$ cat src/rtl/exc_pkg.sv
package exc_pkg;

    localparam int XLEN  = 32;
    localparam int CODEW = 12;

    localparam logic [XLEN-1:0]  GEN_OFS    = 32'h0000_0100;
    localparam logic [XLEN-1:0]  INT_OFS    = 32'h0000_0600;
    localparam logic [XLEN-1:0]  MULTI_VEC  = 32'hA000_0000;
    localparam logic [CODEW-1:0] MRST_CODE  = 12'h020;

    typedef enum logic [1:0] {
        RS_IDLE,
        RS_SLOT,
        RS_JUMP
    } rte_state_e;

    typedef struct packed {
        logic              redirect;
        logic [XLEN-1:0]   target;
        logic              sr_wr;
        logic [XLEN-1:0]   sr_data;
        logic              save;
        logic [XLEN-1:0]   save_sr;
        logic [XLEN-1:0]   save_pc;
        logic              exp_wr;
        logic              int_wr;
        logic [CODEW-1:0]  code;
        logic              mrst;
        logic              wake;
    } act_t;

    function automatic logic [XLEN-1:0] vec_at(input logic [XLEN-1:0] base,
                                               input logic [XLEN-1:0] ofs);
        return base + ofs;
    endfunction

    function automatic logic [XLEN-1:0] with_bit(input logic [XLEN-1:0] w,
                                                 input int unsigned pos);
        logic [XLEN-1:0] m;
        m = '0;
        m[pos] = 1'b1;
        return w | m;
    endfunction

endpackage

$ cat src/rtl/exc_dma_hold.sv
module exc_dma_hold
    import exc_pkg::*;
(
    input  logic             clk,
    input  logic             rst,
    input  logic             err_i,
    input  logic [CODEW-1:0] code_i,
    input  logic             take_i,
    output logic             pend_o,
    output logic [CODEW-1:0] code_o
);
    logic             pend_q;
    logic [CODEW-1:0] code_q;

    // A fresh pulse is visible in the same cycle; it also replaces a stored code.
    assign pend_o = pend_q | err_i;
    assign code_o = err_i ? code_i : code_q;

    always_ff @(posedge clk) begin
        if (rst) begin
            pend_q <= 1'b0;
            code_q <= '0;
        end else if (take_i) begin
            pend_q <= 1'b0;
        end else if (err_i) begin
            pend_q <= 1'b1;
            code_q <= code_i;
        end
    end
endmodule

$ cat src/rtl/exc_select.sv
module exc_select
    import exc_pkg::*;
#(
    parameter int unsigned BL_POS = 28
)(
    input  logic             block_i,
    input  logic             bl_i,
    input  logic             pdown_i,
    input  logic             gexc_i,
    input  logic [CODEW-1:0] gexc_code_i,
    input  logic             ubrk_i,
    input  logic [CODEW-1:0] ubrk_code_i,
    input  logic             dma_i,
    input  logic [CODEW-1:0] dma_code_i,
    input  logic             irq_i,
    input  logic [CODEW-1:0] irq_code_i,
    input  logic [XLEN-1:0]  vbr_i,
    input  logic [XLEN-1:0]  sr_i,
    input  logic [XLEN-1:0]  pc_i,
    output act_t             act_o,
    output logic             dma_take_o
);
    logic [XLEN-1:0] sr_bl;

    assign sr_bl = with_bit(sr_i, BL_POS);

    always_comb begin
        act_o      = '0;
        dma_take_o = 1'b0;
        if (!block_i) begin
            if (gexc_i && bl_i) begin
                // escalation: reset-like jump, nothing saved
                act_o.redirect = 1'b1;
                act_o.target   = MULTI_VEC;
                act_o.sr_wr    = 1'b1;
                act_o.sr_data  = sr_bl;
                act_o.exp_wr   = 1'b1;
                act_o.code     = MRST_CODE;
                act_o.mrst     = 1'b1;
            end else if ((gexc_i || ubrk_i || dma_i) && !bl_i) begin
                act_o.redirect = 1'b1;
                act_o.target   = vec_at(vbr_i, GEN_OFS);
                act_o.sr_wr    = 1'b1;
                act_o.sr_data  = sr_bl;
                act_o.save     = 1'b1;
                act_o.save_sr  = sr_i;
                act_o.save_pc  = pc_i;
                act_o.exp_wr   = 1'b1;
                if (gexc_i)      act_o.code = gexc_code_i;
                else if (ubrk_i) act_o.code = ubrk_code_i;
                else begin
                    act_o.code = dma_code_i;
                    dma_take_o = 1'b1;
                end
            end else if (irq_i && (!bl_i || pdown_i)) begin
                act_o.redirect = 1'b1;
                act_o.target   = vec_at(vbr_i, INT_OFS);
                act_o.sr_wr    = 1'b1;
                act_o.sr_data  = sr_bl;
                act_o.save     = 1'b1;
                act_o.save_sr  = sr_i;
                act_o.save_pc  = pc_i;
                act_o.int_wr   = 1'b1;
                act_o.code     = irq_code_i;
                act_o.wake     = pdown_i;
            end
        end
    end
endmodule

$ cat src/rtl/exc_rte_seq.sv
module exc_rte_seq
    import exc_pkg::*;
(
    input  logic            clk,
    input  logic            rst,
    input  logic            start_i,
    input  logic [XLEN-1:0] spc_i,
    output logic            busy_o,
    output logic            jump_o,
    output logic [XLEN-1:0] spc_o
);
    rte_state_e      st_q;
    logic [XLEN-1:0] spc_q;

    assign busy_o = (st_q != RS_IDLE);
    assign jump_o = (st_q == RS_JUMP);
    assign spc_o  = spc_q;

    always_ff @(posedge clk) begin
        if (rst) begin
            st_q  <= RS_IDLE;
            spc_q <= '0;
        end else begin
            unique case (st_q)
                RS_IDLE: if (start_i) begin
                    st_q  <= RS_SLOT;
                    spc_q <= spc_i;
                end
                RS_SLOT: st_q <= RS_JUMP;
                RS_JUMP: st_q <= RS_IDLE;
                default: st_q <= RS_IDLE;
            endcase
        end
    end
endmodule

$ cat src/rtl/exc_vector_unit.sv
module exc_vector_unit
    import exc_pkg::*;
#(
    parameter int unsigned BL_POS = 28
)(
    input  logic              clk,
    input  logic              rst,
    input  logic              irq_req_i,
    input  logic [CODEW-1:0]  irq_code_i,
    input  logic              dma_err_i,
    input  logic [CODEW-1:0]  dma_code_i,
    input  logic              ubrk_i,
    input  logic [CODEW-1:0]  ubrk_code_i,
    input  logic              gexc_i,
    input  logic [CODEW-1:0]  gexc_code_i,
    input  logic [XLEN-1:0]   vbr_i,
    input  logic [XLEN-1:0]   sr_i,
    input  logic [XLEN-1:0]   pc_i,
    input  logic [XLEN-1:0]   ssr_i,
    input  logic [XLEN-1:0]   spc_i,
    input  logic              pdown_i,
    input  logic              rte_i,
    output logic              redirect_o,
    output logic [XLEN-1:0]   target_o,
    output logic              sr_wr_o,
    output logic [XLEN-1:0]   sr_wdata_o,
    output logic              ssr_wr_o,
    output logic [XLEN-1:0]   ssr_wdata_o,
    output logic              spc_wr_o,
    output logic [XLEN-1:0]   spc_wdata_o,
    output logic              expevt_wr_o,
    output logic              intevt_wr_o,
    output logic [CODEW-1:0]  evt_code_o,
    output logic              mreset_o,
    output logic              wake_o
);
    act_t             act_q, act_d, sel_act;
    logic             bl_eff, busy, start, blocked, jump;
    logic             dma_pend, dma_take;
    logic [CODEW-1:0] dma_code;
    logic [XLEN-1:0]  spc_held;

    // forward a status write still in flight
    assign bl_eff  = act_q.sr_wr ? act_q.sr_data[BL_POS] : sr_i[BL_POS];
    assign start   = rte_i && !busy;
    assign blocked = busy || start;

    exc_dma_hold u_hold (
        .clk    (clk),
        .rst    (rst),
        .err_i  (dma_err_i),
        .code_i (dma_code_i),
        .take_i (dma_take),
        .pend_o (dma_pend),
        .code_o (dma_code)
    );

    exc_select #(.BL_POS(BL_POS)) u_sel (
        .block_i     (blocked),
        .bl_i        (bl_eff),
        .pdown_i     (pdown_i),
        .gexc_i      (gexc_i),
        .gexc_code_i (gexc_code_i),
        .ubrk_i      (ubrk_i),
        .ubrk_code_i (ubrk_code_i),
        .dma_i       (dma_pend),
        .dma_code_i  (dma_code),
        .irq_i       (irq_req_i),
        .irq_code_i  (irq_code_i),
        .vbr_i       (vbr_i),
        .sr_i        (sr_i),
        .pc_i        (pc_i),
        .act_o       (sel_act),
        .dma_take_o  (dma_take)
    );

    exc_rte_seq u_rte (
        .clk     (clk),
        .rst     (rst),
        .start_i (start),
        .spc_i   (spc_i),
        .busy_o  (busy),
        .jump_o  (jump),
        .spc_o   (spc_held)
    );

    always_comb begin
        act_d = sel_act;
        if (start) begin
            act_d         = '0;
            act_d.sr_wr   = 1'b1;
            act_d.sr_data = ssr_i;
        end else if (jump) begin
            act_d          = '0;
            act_d.redirect = 1'b1;
            act_d.target   = spc_held;
        end
    end

    always_ff @(posedge clk) begin
        if (rst) act_q <= '0;
        else     act_q <= act_d;
    end

    assign redirect_o  = act_q.redirect;
    assign target_o    = act_q.target;
    assign sr_wr_o     = act_q.sr_wr;
    assign sr_wdata_o  = act_q.sr_data;
    assign ssr_wr_o    = act_q.save;
    assign ssr_wdata_o = act_q.save_sr;
    assign spc_wr_o    = act_q.save;
    assign spc_wdata_o = act_q.save_pc;
    assign expevt_wr_o = act_q.exp_wr;
    assign intevt_wr_o = act_q.int_wr;
    assign evt_code_o  = act_q.code;
    assign mreset_o    = act_q.mrst;
    assign wake_o      = act_q.wake;
endmodule

$ cat config.mk
export PLATFORM = sky130hd
export DESIGN_NAME = exc_vector_unit
export DESIGN_NICKNAME = d
export VERILOG_FILES = /design/src/rtl/exc_pkg.sv /design/src/rtl/exc_dma_hold.sv /design/src/rtl/exc_select.sv /design/src/rtl/exc_rte_seq.sv /design/src/rtl/exc_vector_unit.sv
export SDC_FILE = /design/constraint.sdc
export NUM_CORES = 1
export LEC_CHECK = 0
export BUFFER_PORTS_ARGS = -buffer_cell sky130_fd_sc_hd__buf_2
export CORE_MARGIN = 3
export CORE_UTILIZATION = 25
export DETAILED_ROUTE_END_ITERATION = 10
export HOLD_SLACK_MARGIN = 0.05
export PLACE_DENSITY = 0.55
export SKIP_CTS_REPAIR_TIMING = 1
export SLEW_MARGIN = 10
export SYNTH_ARGS = -nofsm -noshare
export SYNTH_HDL_FRONTEND = slang
export SYNTH_SLANG_ARGS = --single-unit
$ cat constraint.sdc
create_clock -name clk -period 2 [get_ports clk]
set_input_delay 0.4 -clock clk [delete_from_list [all_inputs] [get_ports clk]]
set_output_delay 0.4 -clock clk [all_outputs]
set_load 0.03 [all_outputs]
==> flow_summary.json, run 1 <==
{
  "grt_pass1_vias": 6825,
  "pin_count": 364,
  "clockBufferDepth": 2,
  "seq_area_um2": 3880,
  "synth_enable_flop_cells": 0,
  "num-nets-final": 1333,
  "p_sw_share_pct": 30.9,
  "tightestPinTransition_ns": 0.547,
  "finalCritPeriodShare_pct": 93.6,
  "insertion_delay_ns": 0.44,
  "relSlewSlack_pct": 63.2,
  "initial_utilization_pct": 25.5,
  "synth_commonest_cells": "dfxtp_1 (194), a22o_1 (76), and2_1 (65)",
  "critPathArrivalTime_ns": 2.20,
  "fill_cells": 2970,
  "slowest_delay_ns": 0.61,
  "grt_pass1_wl_um": 39600,
  "synth_nets": 933,
  "numCtsBuffers": 17,
  "synth-seq-area-share_pct": 52.6,
  "status": "finished clean",
  "intPower_mw": 6.42,
  "met2_usage_pct": 29.0,
  "cp.required_ns": 2.33,
  "antenna_found_initial": 3,
  "layout-drive-gt1-share_pct": 43.7,
  "setup_viol": 0,
  "end_kind": "flop",
  "grtUsageMet3_pct": 5.18,
  "synth.distinct_cells": 69,
  "critPathBufInv": 1,
  "yosys.area.top_type": "dfxtp_1",
  "grt.total_usage_pct": 16.4,
  "cts_tree": "yes",
  "finalHoldViolCount": 0,
  "drt_iter0_drc": 385,
  "rsz0062_at_grt": "false",
  "p_leak_nw": 5.13,
  "dieArea_um2": 31600,
  "routabilityCongestion": 0.883,
  "synthCells": 714,
  "clkPwrFrac_pct": 39.2,
  "finalMaxSlewViolations": 0,
  "place_ws_ns": -0.0456,
  "die_h_um": 178,
  "busiest_layer": "met2",
  "overflow": 0,
  "pwr-share-comb_pct": 16.2,
  "dp_hpwl_um": 21200,
  "fmax_mhz": 534,
  "vias": 6899,
  "cts.sinks": 194,
  "cp_slowest_cell": "or4_4",
  "crit_type": "reg -> reg",
  "startpoint_type": "flop",
  "fin_ws_ns": 0.128,
  "io_buffers": 363,
  "die_w_um": 178,
  "finalCriticalPeriod_ns": 1.87,
  "post-synth-top-count-cell": "dfxtp_1",
  "syn_to_final_growth_pct": 45.5,
  "yosys_warnings": 0,
  "synth_area_per_cell_um2": 10.3,
  "ir_worst_vdd_mv": 0.469,
  "hp-class": "in -> reg",
  "viasPerCell": 4.56,
  "multiInputGateArea_um2": 3230,
  "path_clk_slew_ns": 0.09,
  "power.density_cell_area_nw_per_um2": 865,
  "whs_ns": 0.155,
  "rows": 62,
  "ant_nets": 0,
  "switchingPower_mw": 2.88,
  "synthTopCellsByArea": "dfxtp_1 (53%), a22o_1 (9.0%), and2_1 (5.5%)",
  "synth_ff_type": "dfxtp_1",
  "core-area_um2": 28900,
  "crit_fanout": 9,
  "drv_cap": 0,
  "drc_errors": 0,
  "ctsHtreeMaxLevel": 4,
  "cts-root-buf": "clkbuf_16",
  "wl_per_cell_um": 18.0,
  "finClkSkew_ns": 0.0166,
  "drtPass1Iterations": 6,
  "grt_start_max_net_pins": 42,
  "async_flop_share_pct": 0,
  "synth_seq_cells": 194,
  "syn_area_um2": 7380,
  "path_delay_family": "simple AND/OR/NAND/NOR gates",
  "grtUsageMet1_pct": 19.6,
  "totalWireLength_um": 27200,
  "seqPwrFrac_pct": 44.6,
  "synth.top_cell.area_share_pct": 52.6,
  "path_cells": "or4_4 > nand2_2 > buf_4 > a21o_1 > xnor2_1 > a22o_1"
}
[area by class of cell]
class,count,area share [%]
antenna,1,0.0233
multi-input combinational,457,30.1
sequential,194,36.2
timing repair buffer,434,23.1
tap,384,4.47
clock inverter,15,1.84
clock buffer,17,3.96
inverter,10,0.349
[flip-flops by register name (all words and copies together) (netlist names), 2 cells and up]
signal	count
sr_wdata_o	32
evt_code_o	12
ssr_wdata_o	32
u_rte.st_q	2
u_hold.code_q	12
u_rte.spc_o	32
spc_wdata_o	32
target_o	32
[kinds of logic after synthesis]
family,after synthesis,synth area share [%]
AOI/OAI and AO/OA,176,18.5
muxes,40,5.53
adders and majority gates,3,0.509
buffers and inverters,63,4.05
xor gates and xnor gates,16,1.90
and+or+nand+nor,222,16.9
DFF,194,52.6
[cell usage in the layout (no fill, tap or decap), drive strengths merged, types with 4 or more instances in the layout]
cell	synthesis	routed
a211oi	4	4
a21oi	15	15
a221o	4	4
a22o	76	76
a22oi	4	4
and2	65	65
and3	5	5
buf	29	434
clkbuf	24	17
clkinv	0	7
dfxtp	194	194
inv	10	18
mux2i	37	37
nand2	54	54
nand3	12	12
nand4	8	8
nor2	32	32
nor3	15	15
nor4	12	12
o21ai	39	39
or4	6	6
xnor2	12	12
xor2	4	4
[worst register-to-register path, cell delays in order (launching register included)]
cell     delay (ns)
dfxtp_1        0.37
or4_4          0.62
nand2_2        0.12
buf_4          0.18
a21o_1         0.21
xnor2_1        0.09
a22o_1         0.18
[final timing paths]
check / slack, ns / from / cells after the start / to
setup / recovery: 0.13 / u_hold.pend_q$_SDFFE_PP0P_ / 6 / target_o[11]$_SDFF_PP0_
hold / removal: 0.15 / pc_i[8] / 2 / spc_wdata_o[8]$_SDFF_PP0_
setup reg to reg: 0.13 / u_hold.pend_q$_SDFFE_PP0P_ / 6 / target_o[11]$_SDFF_PP0_
hold reg to reg: 0.48 / u_rte.spc_o[8]$_SDFFE_PP0P_ / 1 / target_o[8]$_SDFF_PP0_
[power groups by stage]
stage               Clock (mW)  Combinational [mW]  Sequential [mW]
CTS                       3.74                1.52             4.15
finish                    3.64                1.50             4.15
detailed placement           0                1.51             4.24
global placement             0                1.51             4.24
global route              3.89                1.63             4.17
floorplan                    0               0.531             4.52
[metrics by stage]
step                      setup TNS (ns)  cell area (um2)  power, mW  utilization (%)  cells
final                                  0            10700       9.30             37.1   1512
after global routing                   0            10700       9.69             37.1   1511
after CTS                              0            10700       9.41             37.1   1511
after detailed placement          -0.135            10100       5.75             34.9   1479
after global placement           -0.0256            10100       5.75             34.9   1479
after floorplan                        0             7380       5.05                -    714
[layer usage]
metal | vias up | wire length, um
met3 | 19 | 2300
li1 | 3372 | -
met5 | - | 34
met4 | 6 | 240
met2 | 279 | 13400
met1 | 3223 | 11200
(Power assumes the default switching activity.)
==> run 2, diff against run 1 <==
--- a/config.mk
+++ b/config.mk
@@ -10,7 +10,7 @@
 export CORE_UTILIZATION = 25
 export DETAILED_ROUTE_END_ITERATION = 10
 export HOLD_SLACK_MARGIN = 0.05
-export PLACE_DENSITY = 0.55
+export PLACE_DENSITY = 0.53
 export SKIP_CTS_REPAIR_TIMING = 1
 export SLEW_MARGIN = 10
 export SYNTH_ARGS = -nofsm -noshare
==> constraint.sdc (replaced) <==
create_clock -name clk -period 2.4 [get_ports clk]
set_input_delay 0.48 -clock clk [delete_from_list [all_inputs] [get_ports clk]]
set_output_delay 0.48 -clock clk [all_outputs]
set_load 0.03 [all_outputs]
==> flow_summary.json, run 2 (synthesis results as in run 1) <==
{
  "status": "finished clean",
  "place_area_um2": 9750,
  "dp_hpwl_um": 21100,
  "r2r.worst_path.cells": 4,
  "ctsHtreeMaxLevel": 4,
  "power.density_cell_area_nw_per_um2": 724,
  "totalWireLength_um": 27200,
  "rrSetupSlack_ns": 0.29,
  "p_leak_nw": 4.91,
  "io_buffers": 363,
  "pwr-share-comb_pct": 15.8,
  "crit_fanout": 8,
  "clkPwrFrac_pct": 37.9,
  "dieArea_um2": 31600,
  "finalHoldViolCount": 0,
  "finalCritPeriodShare_pct": 88.1,
  "viasPerCell": 4.60,
  "reg2reg_from": "u_rte.st_q[0]$_SDFFE_PP0N_",
  "critPathArrivalTime_ns": 2.43,
  "finClkSkew_ns": 0.0132,
  "overflow": 0,
  "grt_pass1_wl_um": 39500,
  "drt_iter0_drc": 313,
  "clockBufferDepth": 2,
  "path_clk_slew_ns": 0.08,
  "hold_depth": 3,
  "initial_utilization_pct": 25.5,
  "antenna_found_initial": 0,
  "finalMaxSlewViolations": 0,
  "drtPass1Iterations": 5,
  "startpoint_type": "flop",
  "wl_per_cell_um": 18.4,
  "drv_cap": 0,
  "grt.total_usage_pct": 16.4,
  "layout-drive-gt1-share_pct": 41.7,
  "r2r-end": "target_o[14]$_SDFF_PP0_",
  "layout_commonest_cell": "buf_2",
  "tightestPinTransition_ns": 0.636,
  "syn_to_final_growth_pct": 39.8,
  "ant_nets": 0,
  "core-area_um2": 28900,
  "num-nets-final": 1297,
  "ir_worst_vdd_mv": 0.436,
  "switchingPower_mw": 2.22,
  "end_kind": "flop",
  "relSlewSlack_pct": 57.6,
  "finalCriticalPeriod_ns": 2.11,
  "die_h_um": 178,
  "fin_area_um2": 10300,
  "hp-class": "in -> reg",
  "crit_type": "reg -> reg",
  "rows": 62,
  "finalSetupTns_ns": 0,
  "grt_pass1_vias": 6695,
  "insertion_delay_ns": 0.44,
  "setup_viol": 0,
  "fill_cells": 3054,
  "cts.sinks": 194,
  "cts_tree": "yes",
  "cp.required_ns": 2.72,
  "rsz0062_at_grt": "false",
  "cts-root-buf": "clkbuf_16",
  "fmax_mhz": 473,
  "seqPwrFrac_pct": 46.3,
  "layout_common_cells": "buf_2 (363), dfxtp_1 (194), a22o_1 (76)",
  "die_w_um": 178,
  "routabilityCongestion": 0.865,
  "n_antenna_cell": 0,
  "pin_count": 364,
  "numCtsBuffers": 17,
  "vias": 6778,
  "hp-start": "irq_code_i[7]",
  "drc_errors": 0,
  "hold-path-endpoint": "evt_code_o[7]$_SDFF_PP0_",
  "p_sw_share_pct": 29.8,
  "intPower_mw": 5.24,
  "grt_start_max_net_pins": 57
}
-- run 2: cell types whose count changed in the layout (fill, tap and decap cells not counted), sizes merged --
cell	delta
diode	-1
clkinv	-3
clkbuf	+1
buf	-36
inv	+2
-- run 2: worst max-delay path, stage by stage, from the launching register on --
cell and delay [ns]:
dfxtp_1 0.40, or4_1 0.75, nor3_4 0.42, a22oi_1 0.15, o21ai_0 0.28
-- run 2: per-layer routing --
| layer | GRT usage [%] | up-vias | part of all wire, % |
|---|---|---|---|
| li1 | - | 3298 | - |
| met1 | 20.0 | 3182 | 42 |
| met3 | 4.02 | 22 | 7.1 |
| met4 | 4.84 | 0 | 1.5 |
| met2 | 28.6 | 276 | 49 |
| met5 | 0 | - | 0 |
-- run 2: per-stage QoR --
step                hold slack, ns  total power, mW  cells  setup slack, ns  utilization [%]
global route                 0.220             7.79   1475            0.198             35.6
global placement             0.457             4.72   1443            0.156             33.7
CTS                          0.210             7.62   1475            0.315             35.6
detailed placement           0.457             4.72   1443            0.133             33.7
finish                       0.240             7.46   1475            0.285             35.6
floorplan                    0.426             4.21    714            0.380                -
-- run 2: worst max path at each step --
| stage | start | end | slack [ns] | cells after the start |
|---|---|---|---|---|
| floorplan | dma_err_i | target_o[27]$_SDFF_PP0_ | 0.38 | 6 |
| global placement | dma_err_i | target_o[29]$_SDFF_PP0_ | 0.16 | 6 |
| detailed placement | dma_err_i | target_o[29]$_SDFF_PP0_ | 0.13 | 6 |
| CTS | u_rte.st_q[0]$_SDFFE_PP0N_ | target_o[20]$_SDFF_PP0_ | 0.32 | 6 |
| global route | u_rte.st_q[0]$_SDFFE_PP0N_ | target_o[20]$_SDFF_PP0_ | 0.20 | 6 |
| finish | u_rte.st_q[0]$_SDFFE_PP0N_ | target_o[14]$_SDFF_PP0_ | 0.29 | 4 |
-- run 2: final cells by class --
class	count	area [um2]	share of cell area, %
Multi-Input combinational cell	457	3210	31.2
Inverter	10	37.5	0.364
Tap cell	384	480	4.66
Clock inverter	14	140	1.36
Clock buffer	18	429	4.16
Sequential cell	194	3880	37.7
Timing Repair Buffer	398	2130	20.6
-- run 2: power groups by stage --
stage | sequential [mW] | combinational [mW] | clock, mW
finish | 3.46 | 1.18 | 2.83
global route | 3.48 | 1.28 | 3.04
CTS | 3.46 | 1.19 | 2.96
detailed placement | 3.54 | 1.19 | 0
global placement | 3.53 | 1.19 | 0
floorplan | 3.77 | 0.442 | 0
